===== config.mk =====
export PLATFORM = sky130hd
export DESIGN_NAME = link_health_mon
export DESIGN_NICKNAME = d
export VERILOG_FILES = /design/src/rtl/lhm_pkg.sv /design/src/rtl/lhm_datapath.sv /design/src/rtl/lhm_control.sv /design/src/rtl/link_health_mon.sv
export SDC_FILE = /design/constraint.sdc
export NUM_CORES = 1
export LEC_CHECK = 0
export ABC_AREA = 1
export CAP_MARGIN = 20
export CORE_ASPECT_RATIO = 0.7
export CORE_MARGIN = 4
export CORE_UTILIZATION = 38
export CTS_BUF_LIST = sky130_fd_sc_hd__clkbuf_8
export CTS_CLUSTER_SIZE = 8
export DETAILED_ROUTE_END_ITERATION = 7
export DONT_BUFFER_PORTS = 1
export PLACE_DENSITY = 0.5
export REMOVE_ABC_BUFFERS = 1
export SLEW_MARGIN = 15
export SYNTH_ARGS = -nofsm -noshare
export SYNTH_HDL_FRONTEND = slang
export SYNTH_HIERARCHICAL = 1
export SYNTH_SLANG_ARGS = --single-unit
export TNS_END_PERCENT = 20

===== constraint.sdc =====
create_clock -name clk -period 7.53 [get_ports clk]
set_clock_uncertainty 0.1 [all_clocks]
set_input_delay 0 -clock clk [delete_from_list [all_inputs] [get_ports clk]]
set_output_delay 0 -clock clk [all_outputs]
set_load 0.02 [all_outputs]

===== src/rtl/lhm_pkg.sv =====
package lhm_pkg;
  typedef enum logic [2:0] {
    REG_CTRL      = 3'd0,
    REG_ERRMASK   = 3'd1,
    REG_RATE_THR  = 3'd2,
    REG_RETRY_THR = 3'd3,
    REG_LEAK      = 3'd4,
    REG_STATUS    = 3'd5
  } regAddr_e;

  localparam int FLG_DEG   = 0;
  localparam int FLG_FAIL  = 1;
  localparam int FLG_RETRY = 2;
  localparam int NUM_FLG   = 3;

  // strobes from control to datapath
  typedef struct packed {
    logic rateClr;
  } dpStrobe_t;
endpackage


===== src/rtl/lhm_datapath.sv =====
module lhm_datapath
  import lhm_pkg::*;
#(
  parameter int NUM_ERR = 8,
  parameter int CNT_W   = 8,
  parameter int RETRY_W = 8,
  parameter int LEAK_W  = 8
) (
  input  logic               clk,
  input  logic               rstN,
  input  dpStrobe_t          strobe,
  input  logic [NUM_ERR-1:0] errDetect,
  input  logic [NUM_ERR-1:0] errMask,
  input  logic               retryRcvd,
  input  logic               goodPkt,
  input  logic [CNT_W-1:0]   degThr,
  input  logic [CNT_W-1:0]   failThr,
  input  logic [RETRY_W-1:0] retryThr,
  input  logic [LEAK_W-1:0]  leakPeriod,
  output logic [CNT_W-1:0]   rateCnt,
  output logic [RETRY_W-1:0] retryCnt,
  output logic               degEvt,
  output logic               failEvt,
  output logic               retryEvt
);
  localparam int INC_W = $clog2(NUM_ERR + 1);
  localparam int SUM_W = ((CNT_W > INC_W) ? CNT_W : INC_W) + 1;
  localparam logic [SUM_W-1:0] RATE_MAX = SUM_W'({CNT_W{1'b1}});
  localparam logic [RETRY_W-1:0] RETRY_MAX = {RETRY_W{1'b1}};

  logic [INC_W-1:0]   incAmt;
  logic [SUM_W-1:0]   rawSum;
  logic [CNT_W-1:0]   rateNext;
  logic [RETRY_W-1:0] retryNext;
  logic [LEAK_W-1:0]  leakCnt, leakNext;
  logic               leakOn, leakHit, rateArmed;

  assign incAmt  = INC_W'($countones(errDetect & errMask));
  assign leakOn  = goodPkt && (leakPeriod != '0);
  assign leakHit = leakOn && (leakCnt >= leakPeriod - 1'b1);

  always_comb begin
    rawSum = SUM_W'(rateCnt) + SUM_W'(incAmt);
    if (leakHit && rawSum != '0) rawSum = rawSum - 1'b1;
    rateNext = (rawSum > RATE_MAX) ? {CNT_W{1'b1}} : rawSum[CNT_W-1:0];
    if (strobe.rateClr) rateNext = '0;
  end

  always_comb begin
    leakNext = leakCnt;
    if (strobe.rateClr)  leakNext = '0;
    else if (leakHit)    leakNext = '0;
    else if (leakOn)     leakNext = leakCnt + 1'b1;
  end

  always_comb begin
    retryNext = retryCnt;
    if (retryRcvd) retryNext = (retryCnt == RETRY_MAX) ? RETRY_MAX : retryCnt + 1'b1;
    else if (goodPkt) retryNext = '0;
  end

  assign rateArmed = (errMask != '0);
  assign degEvt   = rateArmed && (degThr != '0) && (rateNext > degThr) && !(rateCnt > degThr);
  assign failEvt  = rateArmed && (failThr != '0) && (rateNext > failThr) && !(rateCnt > failThr);
  assign retryEvt = (retryThr != '0) && (retryNext > retryThr) && !(retryCnt > retryThr);

  always_ff @(posedge clk) begin
    if (!rstN) begin
      rateCnt  <= '0;
      retryCnt <= '0;
      leakCnt  <= '0;
    end else begin
      rateCnt  <= rateNext;
      retryCnt <= retryNext;
      leakCnt  <= leakNext;
    end
  end
endmodule


===== src/rtl/lhm_control.sv =====
module lhm_control
  import lhm_pkg::*;
#(
  parameter int NUM_ERR = 8,
  parameter int CNT_W   = 8,
  parameter int RETRY_W = 8,
  parameter int LEAK_W  = 8,
  parameter int DATA_W  = 32
) (
  input  logic               clk,
  input  logic               rstN,
  input  logic               regWrEn,
  input  logic [2:0]         regAddr,
  input  logic [DATA_W-1:0]  regWrData,
  output logic [DATA_W-1:0]  regRdData,
  input  logic [CNT_W-1:0]   rateCnt,
  input  logic [RETRY_W-1:0] retryCnt,
  input  logic               degEvt,
  input  logic               failEvt,
  input  logic               retryEvt,
  output dpStrobe_t          strobe,
  output logic [NUM_ERR-1:0] errMask,
  output logic [CNT_W-1:0]   degThr,
  output logic [CNT_W-1:0]   failThr,
  output logic [RETRY_W-1:0] retryThr,
  output logic [LEAK_W-1:0]  leakPeriod,
  output logic [NUM_FLG-1:0] flags,
  output logic               failHold,
  output logic               irq,
  output logic               txStop,
  output logic               txDiscard
);
  logic               stopOnFail, dropOnFail;
  logic [NUM_FLG-1:0] irqEn, setVec, clrVec;
  logic               wrCtrl, wrStatus;

  assign wrCtrl   = regWrEn && (regAddr == REG_CTRL);
  assign wrStatus = regWrEn && (regAddr == REG_STATUS);
  assign strobe.rateClr = wrCtrl && regWrData[2];

  assign setVec = {retryEvt, failEvt, degEvt};
  assign clrVec = wrStatus ? regWrData[NUM_FLG-1:0] : '0;

  always_ff @(posedge clk) begin
    if (!rstN) begin
      stopOnFail <= 1'b0;
      dropOnFail <= 1'b0;
      irqEn      <= '0;
      errMask    <= '0;
      degThr     <= '0;
      failThr    <= '0;
      retryThr   <= '0;
      leakPeriod <= '0;
      flags      <= '0;
      failHold   <= 1'b0;
    end else begin
      if (wrCtrl) begin
        stopOnFail <= regWrData[0];
        dropOnFail <= regWrData[1];
        irqEn      <= regWrData[4 +: NUM_FLG];
      end
      if (regWrEn && regAddr == REG_ERRMASK)   errMask    <= regWrData[NUM_ERR-1:0];
      if (regWrEn && regAddr == REG_RATE_THR) begin
        degThr  <= regWrData[0 +: CNT_W];
        failThr <= regWrData[8 +: CNT_W];
      end
      if (regWrEn && regAddr == REG_RETRY_THR) retryThr   <= regWrData[RETRY_W-1:0];
      if (regWrEn && regAddr == REG_LEAK)      leakPeriod <= regWrData[LEAK_W-1:0];
      // a new event beats a same-cycle clear
      flags <= setVec | (flags & ~clrVec);
      if (strobe.rateClr)  failHold <= 1'b0;
      else if (failEvt)    failHold <= 1'b1;
    end
  end

  assign irq       = |(flags & irqEn);
  assign txStop    = failHold && stopOnFail;
  assign txDiscard = txStop && dropOnFail;

  always_comb begin
    regRdData = '0;
    case (regAddr)
      REG_CTRL: begin
        regRdData[0] = stopOnFail;
        regRdData[1] = dropOnFail;
        regRdData[4 +: NUM_FLG] = irqEn;
      end
      REG_ERRMASK:   regRdData[NUM_ERR-1:0] = errMask;
      REG_RATE_THR: begin
        regRdData[0 +: CNT_W] = degThr;
        regRdData[8 +: CNT_W] = failThr;
      end
      REG_RETRY_THR: regRdData[RETRY_W-1:0] = retryThr;
      REG_LEAK:      regRdData[LEAK_W-1:0]  = leakPeriod;
      REG_STATUS: begin
        regRdData[NUM_FLG-1:0]   = flags;
        regRdData[8 +: CNT_W]    = rateCnt;
        regRdData[16 +: RETRY_W] = retryCnt;
      end
      default: regRdData = '0;
    endcase
  end
endmodule


===== src/rtl/link_health_mon.sv =====
module link_health_mon
  import lhm_pkg::*;
#(
  parameter int NUM_ERR = 8,
  parameter int CNT_W   = 8,
  parameter int RETRY_W = 8,
  parameter int LEAK_W  = 8,
  parameter int DATA_W  = 32
) (
  input  logic               clk,
  input  logic               rstN,
  input  logic [NUM_ERR-1:0] errDetect,
  input  logic               retryRcvd,
  input  logic               goodPkt,
  input  logic               regWrEn,
  input  logic [2:0]         regAddr,
  input  logic [DATA_W-1:0]  regWrData,
  output logic [DATA_W-1:0]  regRdData,
  output logic               irq,
  output logic               txStop,
  output logic               txDiscard
);
  dpStrobe_t          strobe;
  logic [NUM_ERR-1:0] errMask;
  logic [CNT_W-1:0]   degThr, failThr, rateCnt;
  logic [RETRY_W-1:0] retryThr, retryCnt;
  logic [LEAK_W-1:0]  leakPeriod;
  logic [NUM_FLG-1:0] flags;
  logic               failHold, degEvt, failEvt, retryEvt;

  lhm_datapath #(.NUM_ERR(NUM_ERR), .CNT_W(CNT_W), .RETRY_W(RETRY_W), .LEAK_W(LEAK_W)) dp_i (
    .clk(clk), .rstN(rstN), .strobe(strobe), .errDetect(errDetect), .errMask(errMask),
    .retryRcvd(retryRcvd), .goodPkt(goodPkt), .degThr(degThr), .failThr(failThr),
    .retryThr(retryThr), .leakPeriod(leakPeriod), .rateCnt(rateCnt), .retryCnt(retryCnt),
    .degEvt(degEvt), .failEvt(failEvt), .retryEvt(retryEvt)
  );

  lhm_control #(.NUM_ERR(NUM_ERR), .CNT_W(CNT_W), .RETRY_W(RETRY_W), .LEAK_W(LEAK_W),
                .DATA_W(DATA_W)) ctl_i (
    .clk(clk), .rstN(rstN), .regWrEn(regWrEn), .regAddr(regAddr), .regWrData(regWrData),
    .regRdData(regRdData), .rateCnt(rateCnt), .retryCnt(retryCnt), .degEvt(degEvt),
    .failEvt(failEvt), .retryEvt(retryEvt), .strobe(strobe), .errMask(errMask),
    .degThr(degThr), .failThr(failThr), .retryThr(retryThr), .leakPeriod(leakPeriod),
    .flags(flags), .failHold(failHold), .irq(irq), .txStop(txStop), .txDiscard(txDiscard)
  );
endmodule


==> run metrics, run 1 <==
vias in the first global route=5,245; Critical Path End Type=flop; CTS tree=yes; most used cell, CP=inv_1; Comb power frac=0.229; Hold Crit Class=in2reg; asr flop ratio synth=0; drt wl/cell=16.38 um; crit-path max FO=16; clock network power share=0.375; Min-Delay Startpoint=regAddr[1]; post-route setup slack=1498 ps; placed wire-length estimate=14,280 um; CP Launch Type=flop; largest net degree at the start of global routing=32; crit-path leading delay family=adder cells; CP Data Required Time=7730 ps; initial antenna violation count=0; max-slew violations=0; #FFs+latches synth=73; clock root buffer=clkbuf_8; hold buffer count at cts=32; Reg power frac=0.396; Yosys warning count=6; die span in x=157.3 um; antenna cells=0; Sw Ratio=0.3214; Initial Util=0.3951; CP startpoint=ctl_i/errMask[0]$_SDFFE_PN0P_; die height=112.5 um; PortBufs=0; CTS H-tree lvls=3; Routed Antenna Nets=0; reported net switching power=0.3391 mW; layout cells sized above 1=0.06498; number of top-level pins=83; synthesized area per cell=6.749 um2; Synth Instances=878; leading post-synthesis cells by cell area=dfxtp_1, ha_1, nand2_1, nor2_1, a21oi_1; Least-Margin Pin Slew=1121 ps; top cell type's share of synthesized area=0.2466; worst skew pair latency=360 ps; Rel. slew slack=0.2500; ys flop type=dfxtp_1; NumNets Final=1,025; Die ar.=17,690 um2; Post-Route Setup TNS=0 ps; arrival time at the worst endpoint=6240 ps; RSZ-0062 raised after global routing=no; final setup vio count=0; synth unique cells=48; Core Box Area=15,000 um2; total gr overflow=0; area grow syn2layout=11.34%; Max IR drop VDD=80.76 uV; RR Startpoint=ctl_i/errMask[0]$_SDFFE_PN0P_; Post-synth EDFFs=0; first-pass GRT wire length=28,860 um; Leak=3.104 nW; Clock transition at path regs=90 ps; slowest stage delay, CP=570 ps; Final period util=0.8011; PD cells=159.9 nW/um2; Min Clock Period, post-route=6032 ps; Max-Cap Viols=0; Routability Congestion=0.8478; pre-CTS setup slack=1555 ps; sequential element share of the synthesized area=0.2466; dpl cell area=6026 um2; CP max stage cell=fa_1; Fmax=165.8 MHz; Vias=5,765; Final Hold Viols=0; buffers and inverters on the worst path=6; critical path class=reg2reg; post-CTS setup buffers=0; status=finished clean; site row count=37; Max Buffers Root-to-Sink=2; DRT Pass-1 Iters=5; DRC errors left=0; Synth area leader=dfxtp_1; Post-Route WL=18,070 um; P_int=0.7159 mW; Initial DRC Count=369; fin area=6598 um2; Mapped Area=5926 um2; CTS resizes=0; clk sinks=73; cts bufs inserted=9; GRT Overall Usage=0.2059; Avg Vias per Cell=5.227
==> logic make-up (layout without fill, tap and decap cells) <==
| logic type | count (synthesis) | after routing | synth area share |
|---|---|---|---|
| AOI/OAI and AO/OA | 126 | 126 | 0.1138 |
| xor gates and xnor gates | 21 | 21 | 0.03104 |
| adders and majority gates | 74 | 74 | 0.1626 |
| buffers and inverters | 140 | 163 | 0.1022 |
| DFF | 73 | 73 | 0.2466 |
| other | 1 | 8 | 0.0006328 |
| and+or+nand+nor | 443 | 443 | 0.3431 |
==> layout make-up <==
| cell class | instances | area (um2) |
|---|---|---|
| inverters | 115 | 435.4 |
| repair buffers | 32 | 320.3 |
| clock inverters | 7 | 127.6 |
| flip-flops and latches | 73 | 1461 |
| well taps | 195 | 244.0 |
| fillers | 1609 | 8402 |
| clock buffers | 9 | 123.9 |
| multi-input cells | 672 | 3885 |
==> final timing paths <==
path	slack (ps)	to	cells past startpoint
setup / recovery	1500	ctl_i/failHold$_SDFFE_PP0P_	32
hold / removal	50	ctl_i/flags[2]$_SDFF_PN0_	4
setup reg to reg	1500	ctl_i/failHold$_SDFFE_PP0P_	32
hold reg to reg	390	ctl_i/irqEn[1]$_SDFFE_PN0P_	2
==> metrics by stage <==
| stage | cells | power, mW | util | hold WS (ps) |
|---|---|---|---|---|
| 2_1_floorplan | 860 | 0.5910 | - | 27.29 |
| 3_3_place_gp | 1055 | 0.6356 | 0.4017 | 33.18 |
| 3_5_place_dp | 1055 | 0.6415 | 0.4017 | 35.67 |
| 4_1_cts | 1103 | 1.062 | 0.4399 | 25.73 |
| 5_1_grt | 1103 | 1.111 | 0.4399 | 71.99 |
| 6_report | 1103 | 1.055 | 0.4399 | 46.07 |
==> cells in the final DEF (no fill, tap or decap), types with 2 or more instances in the layout <==
cell,count
a21oi_1,79
a21oi_2,3
and2_1,6
bufinv_16,3
clkbuf_8,9
clkinv_4,3
conb_1,8
dfxtp_1,73
dlygate4sd3_1,32
fa_1,5
ha_1,69
inv_1,105
inv_2,8
nand2_1,192
nand2_2,7
nand2_4,6
nand3_1,68
nand3_2,4
nand4_1,27
nor2_1,106
nor2_2,3
nor3_1,6
nor3_4,2
nor4_1,4
o211ai_1,2
o21a_1,2
o21ai_0,29
o21ai_1,4
or2_2,4
or3_1,2
xnor2_1,5
xor2_1,16
==> layer usage <==
layer  vias up  track usage  part of all wire
li1       2931            -                 -
met1      2661       0.3404              0.54
met2       171       0.2745              0.39
met3         2      0.03969             0.070
met4         0      0.02693            0.0020
met5         -            0                 0
==> synthesized netlist by cell type, types with 4 or more instances <==
cell type,instances
a21oi_1,79
dfxtp_1,73
o21ai_0,29
fa_1,5
ha_1,69
clkbuf_1,5
inv_2,8
xnor2_1,5
nor4_1,4
nand2_2,7
inv_1,105
nand3_1,68
and2_1,6
o21ai_1,4
or2_2,4
nor2_1,106
xor2_1,16
buf_2,4
nand4_1,27
buf_4,14
nand3_2,4
nor3_1,6
nand2_4,6
nand2_1,192
==> flip-flops by register name, indices dropped and copies added, names as in the netlist <==
signal,cells
ctl_i/degThr,8
ctl_i/errMask,8
ctl_i/failThr,8
ctl_i/leakPeriod,8
ctl_i/retryThr,8
dp_i/leakCnt,8
dp_i/rateCnt,8
dp_i/retryCnt,8
ctl_i/flags,3
ctl_i/irqEn,3
ctl_i/dropOnFail,1
ctl_i/failHold,1
ctl_i/stopOnFail,1
==> worst min-delay path, cell delays in order <==
cell     delay (ps)
nor2_1          190
nand4_1         140
a21oi_1          70
nor2_1           80
==> power groups by stage <==
stage          registers [mW]  clock network, mW  logic [mW]
2_1_floorplan           0.419                  0       0.172
3_3_place_gp            0.425                  0       0.210
3_5_place_dp            0.426                  0       0.215
4_1_cts                 0.417              0.404       0.241
5_1_grt                 0.420              0.418       0.274
6_report                0.418              0.395       0.242
(Power assumes the default switching activity.)
==> run 2: changes to the inputs <==
Clock period 7.53 ns to 6.1 ns, I/O delays scaled along.
==> run metrics, run 2 (synthesis gave the netlist of run 1 again) <==
max-slew violations=0; slowest stage delay, CP=560 ps; reported net switching power=0.4112 mW; die height=112.5 um; Critical Path End Type=flop; Max-Cap Viols=0; NumNets Final=1,033; R2R depth=32; CP max stage cell=fa_1; Routed Antenna Nets=0; crit-path max FO=16; clock root buffer=clkbuf_8; Vias=5,882; Clock transition at path regs=90 ps; cts bufs inserted=9; DRC errors left=0; first-pass GRT wire length=28,920 um; site row count=37; Initial DRC Count=341; worst hold slack=37.03 ps; critical path class=reg2reg; RR Startpoint=ctl_i/errMask[0]$_SDFFE_PN0P_; PortBufs=0; initial antenna violation count=1; number of top-level pins=83; drt wl/cell=16.66 um; Leak=3.106 nW; FF-to-FF End=ctl_i/failHold$_SDFFE_PP0P_; Final period util=0.9397; Reg power frac=0.437; Comb power frac=0.258; Initial Util=0.3951; vias in the first global route=5,364; Sw Ratio=0.3485; CP Data Required Time=6260 ps; largest net degree at the start of global routing=32; WHS Path Cells=5; clock network power share=0.305; Final Hold Viols=0; DRT Pass-1 Iters=7; Core Box Area=15,000 um2; die span in x=157.3 um; destination of the worst hold path=ctl_i/retryThr[0]$_SDFFE_PN0P_; antenna cells=0; Post-Route WL=18,500 um; Max Buffers Root-to-Sink=2; GRT Overall Usage=0.2077; reg-to-reg slack, setup=370 ps; Min Clock Period, post-route=5732 ps; arrival time at the worst endpoint=5890 ps; P_int=0.7688 mW; Post-Route Setup TNS=0 ps; area grow syn2layout=12.08%; placed wire-length estimate=14,270 um; Rel. slew slack=0.2289; Least-Margin Pin Slew=1153 ps; most frequent cells in the layout=nand2_1, inv_1, nor2_1, a21oi_1, dfxtp_1; CP Launch Type=flop; Max IR drop VDD=78.27 uV; final setup vio count=0; worst skew pair latency=360 ps; post-CTS setup buffers=0; PD cells=177.7 nW/um2; total gr overflow=0; Routability Congestion=0.8389; clk sinks=73; commonest non-fill, non-tap cell in the layout=nand2_1; Min-Delay Startpoint=regAddr[0]; CTS H-tree lvls=3; layout cells sized above 1=0.06769; status=finished clean; Die ar.=17,690 um2; RSZ-0062 raised after global routing=no; most used cell, CP=inv_1; Hold Crit Class=in2reg; CTS tree=yes; Avg Vias per Cell=5.294; Fmax=174.5 MHz
## run 2: cell count changes in the layout (fill, tap and decap cells not counted), sizes merged
cell         delta
dlygate4sd3     +8
bufinv          -3
clkinvlp        +3
clkinv          -2
clkbuf          +1
inv             +1
## run 2: worst max path at each step
stage | startpoint | cells after the start | end | slack [ps]
final | ctl_i/errMask[0]$_SDFFE_PN0P_ | 32 | ctl_i/failHold$_SDFFE_PP0P_ | 370
after global routing | ctl_i/errMask[0]$_SDFFE_PN0P_ | 32 | ctl_i/failHold$_SDFFE_PP0P_ | 30
after CTS | ctl_i/errMask[0]$_SDFFE_PN0P_ | 32 | ctl_i/failHold$_SDFFE_PP0P_ | 160
after detailed placement | ctl_i/errMask[0]$_SDFFE_PN0P_ | 32 | ctl_i/flags[1]$_SDFF_PN0_ | 230
after global placement | ctl_i/errMask[0]$_SDFFE_PN0P_ | 32 | ctl_i/failHold$_SDFFE_PP0P_ | 290
after floorplan | ctl_i/errMask[0]$_SDFFE_PN0P_ | 32 | ctl_i/failHold$_SDFFE_PP0P_ | 860
## run 2: per-layer routing
layer / global-route usage / share of wire / up-vias
li1: - / - / 2937
met1: 0.3260 / 0.53 / 2759
met2: 0.2865 / 0.39 / 174
met3: 0.05010 / 0.069 / 10
met4: 0.03553 / 0.0064 / 2
met5: 0 / 0.00038 / -
## run 2: critical path: cells and delay by family (launching register included)
family,cells,cell delay (ps)
and+or+nand+nor,13,1390
adders and majority gates,6,2490
AOI/OAI and AO/OA,7,890
buffers and inverters,6,400
DFF,1,360
## run 2: area by class of cell
cell class	count	area, um2
multi-input combinational	672	3918
clock buffer	10	137.6
tap	195	244.0
clock inverter	6	43.79
fill	1594	8358
sequential	73	1463
inverter	115	435.4
timing repair buffer	40	400.4
## run 2: power groups by stage
stage	combinational [mW]	clock (mW)	sequential, mW
after floorplan	0.213	0	0.517
after global placement	0.259	0	0.525
after detailed placement	0.265	0	0.526
after CTS	0.300	0.371	0.515
after global routing	0.345	0.389	0.518
final	0.305	0.360	0.515
## run 2: repair_timing
item                                    CTS  global route
endpoints found under the setup margin    0             3
resized for setup                         0             9
endpoints found under the hold margin    63             0
hold buffers                             40             0
## run 2: through the flow
stage               setup slack [ps]  area [um2]  power (mW)    util  instances
floorplan                      863.1        5782      0.7295       -        860
global placement               288.0        6026      0.7843  0.4017       1055
detailed placement             226.0        6026      0.7912  0.4017       1055
CTS                            158.1        6608       1.186  0.4405       1111
global route                   34.38        6641       1.252  0.4428       1111
finish                         367.9        6641       1.180  0.4428       1111
==> run 3: changes to the inputs <==
Settings changed: CORE_UTILIZATION 38 to 52, PLACE_DENSITY 0.5 to 0.65, SETUP_SLACK_MARGIN set to 0.1.
==> run metrics, run 3 (synthesis gave the netlist of run 1 again) <==
Die ar.=13,190 um2; clock root buffer=clkbuf_8; clk sinks=73; vias in the first global route=5,288; arrival time at the worst endpoint=5780 ps; Clock transition at path regs=90 ps; FF+latch area=1463 um2; Min-Delay Startpoint=regAddr[0]; Max IR drop VDD=102.0 uV; Core Box Area=11,090 um2; dpl cell area=5973 um2; Post-Route WL=17,240 um; drt wl/cell=16.17 um; Max Buffers Root-to-Sink=2; CP startpoint=ctl_i/errMask[0]$_SDFFE_PN0P_; first-pass GRT wire length=27,630 um; site row count=32; DRC errors left=0; CTS tree=yes; Post-Route Setup TNS=0 ps; GRT Overall Usage=0.2619; critical path class=reg2reg; CTS H-tree lvls=3; multi-input combinational cell area=3950 um2; Routability Congestion=0.8921; Min Clock Period, post-route=5621 ps; die height=97.32 um; Max-Cap Viols=0; Fmax=177.9 MHz; PortBufs=0; post-route setup slack=478.8 ps; DRT Pass-1 Iters=5; max-slew violations=0; RSZ-0062 raised after global routing=no; CP Launch Type=flop; crit-path max FO=9; total gr overflow=0; fin area=6570 um2; PD cells=179.7 nW/um2; pre-CTS setup slack=267.0 ps; most used cell, CP=inv_1; most frequent cells in the layout=nand2_1, inv_1, nor2_1, a21oi_1, dfxtp_1; commonest non-fill, non-tap cell in the layout=nand2_1; worst skew pair latency=360 ps; Hold Crit Class=in2reg; number of top-level pins=83; Final Hold Viols=0; layout cells sized above 1=0.08114; Routed Antenna Nets=0; CP Data Required Time=6260 ps; initial antenna violation count=0; RR Startpoint=ctl_i/errMask[0]$_SDFFE_PN0P_; slowest stage delay, CP=570 ps; Initial DRC Count=562; NumNets Final=1,029; final setup vio count=0; Fill cells=1,051; placed wire-length estimate=13,140 um; Overall Power=1.180 mW; cts bufs inserted=9; Avg Vias per Cell=5.474; largest net degree at the start of global routing=32; Least-Margin Pin Slew=1070 ps; Final period util=0.9215; Critical Path End Type=flop; Rel. slew slack=0.2844; area grow syn2layout=10.87%; die span in x=135.6 um; CP max stage cell=fa_1; reg-to-reg slack, setup=480 ps; Inst Count DP=1,013; status=finished clean; Vias=5,835; fin cells=1,066; Leak=3.090 nW; Initial Util=0.5343
==> run 3: through the flow <==
| stage | utilization | hold WS [ps] |
|---|---|---|
| 2_1_floorplan | - | 27.29 |
| 3_3_place_gp | 0.5386 | 39.37 |
| 3_5_place_dp | 0.5386 | 43.80 |
| 4_1_cts | 0.5828 | 15.69 |
| 5_1_grt | 0.5922 | 57.94 |
| 6_report | 0.5924 | 37.11 |
==> run 3: worst paths after layout <==
kind | cells past startpoint | to
worst max-delay path | 32 | ctl_i/failHold$_SDFFE_PP0P_
worst min-delay path | 5 | ctl_i/retryThr[4]$_SDFFE_PN0P_
worst max register to register | 32 | ctl_i/failHold$_SDFFE_PP0P_
worst min register to register | 2 | ctl_i/irqEn[2]$_SDFFE_PN0P_
==> run 3: area by class of cell <==
type	count	area share
multi-input cells	672	0.6012
flip-flops and latches	73	0.2226
clock inverters	6	0.006475
inverters	115	0.06627
diodes	1	0.0003809
clock buffers	10	0.02095
well taps	153	0.02914
repair buffers	36	0.05294
==> run 3: timing repair <==
action | CTS | global route
buffers inserted | 0 | 5
endpoints found under the hold margin | 62 | 0
resized for setup | 0 | 18
hold buffers | 31 | 0
setup endpoints to repair | 0 | 3
==> run 3: critical path, delay by kind of cell, from the launching register on <==
kind                       cells  cell delay [ps]
and+or+nand+nor               13             1370
buffers and inverters          6              340
adders and majority gates      6             2470
DFF                            1              350
AOI/OAI and AO/OA              7              880
==> run 3: power breakdown <==
part | switching [mW] | internal, mW
clock | 0.200 | 0.159
combinational | 0.188 | 0.119
sequential | 0.0212 | 0.493
==> run 3: metal layers <==
metal  share of wire  GRT usage  vias to the layer above  wire length [um]
met5               0          0                        -                 0
met3            0.10    0.06573                       15              1722
li1                -          -                     2928                 -
met1            0.49     0.4113                     2662              8479
met2            0.40     0.3582                      230              6889
met4          0.0086    0.04802                        0               148
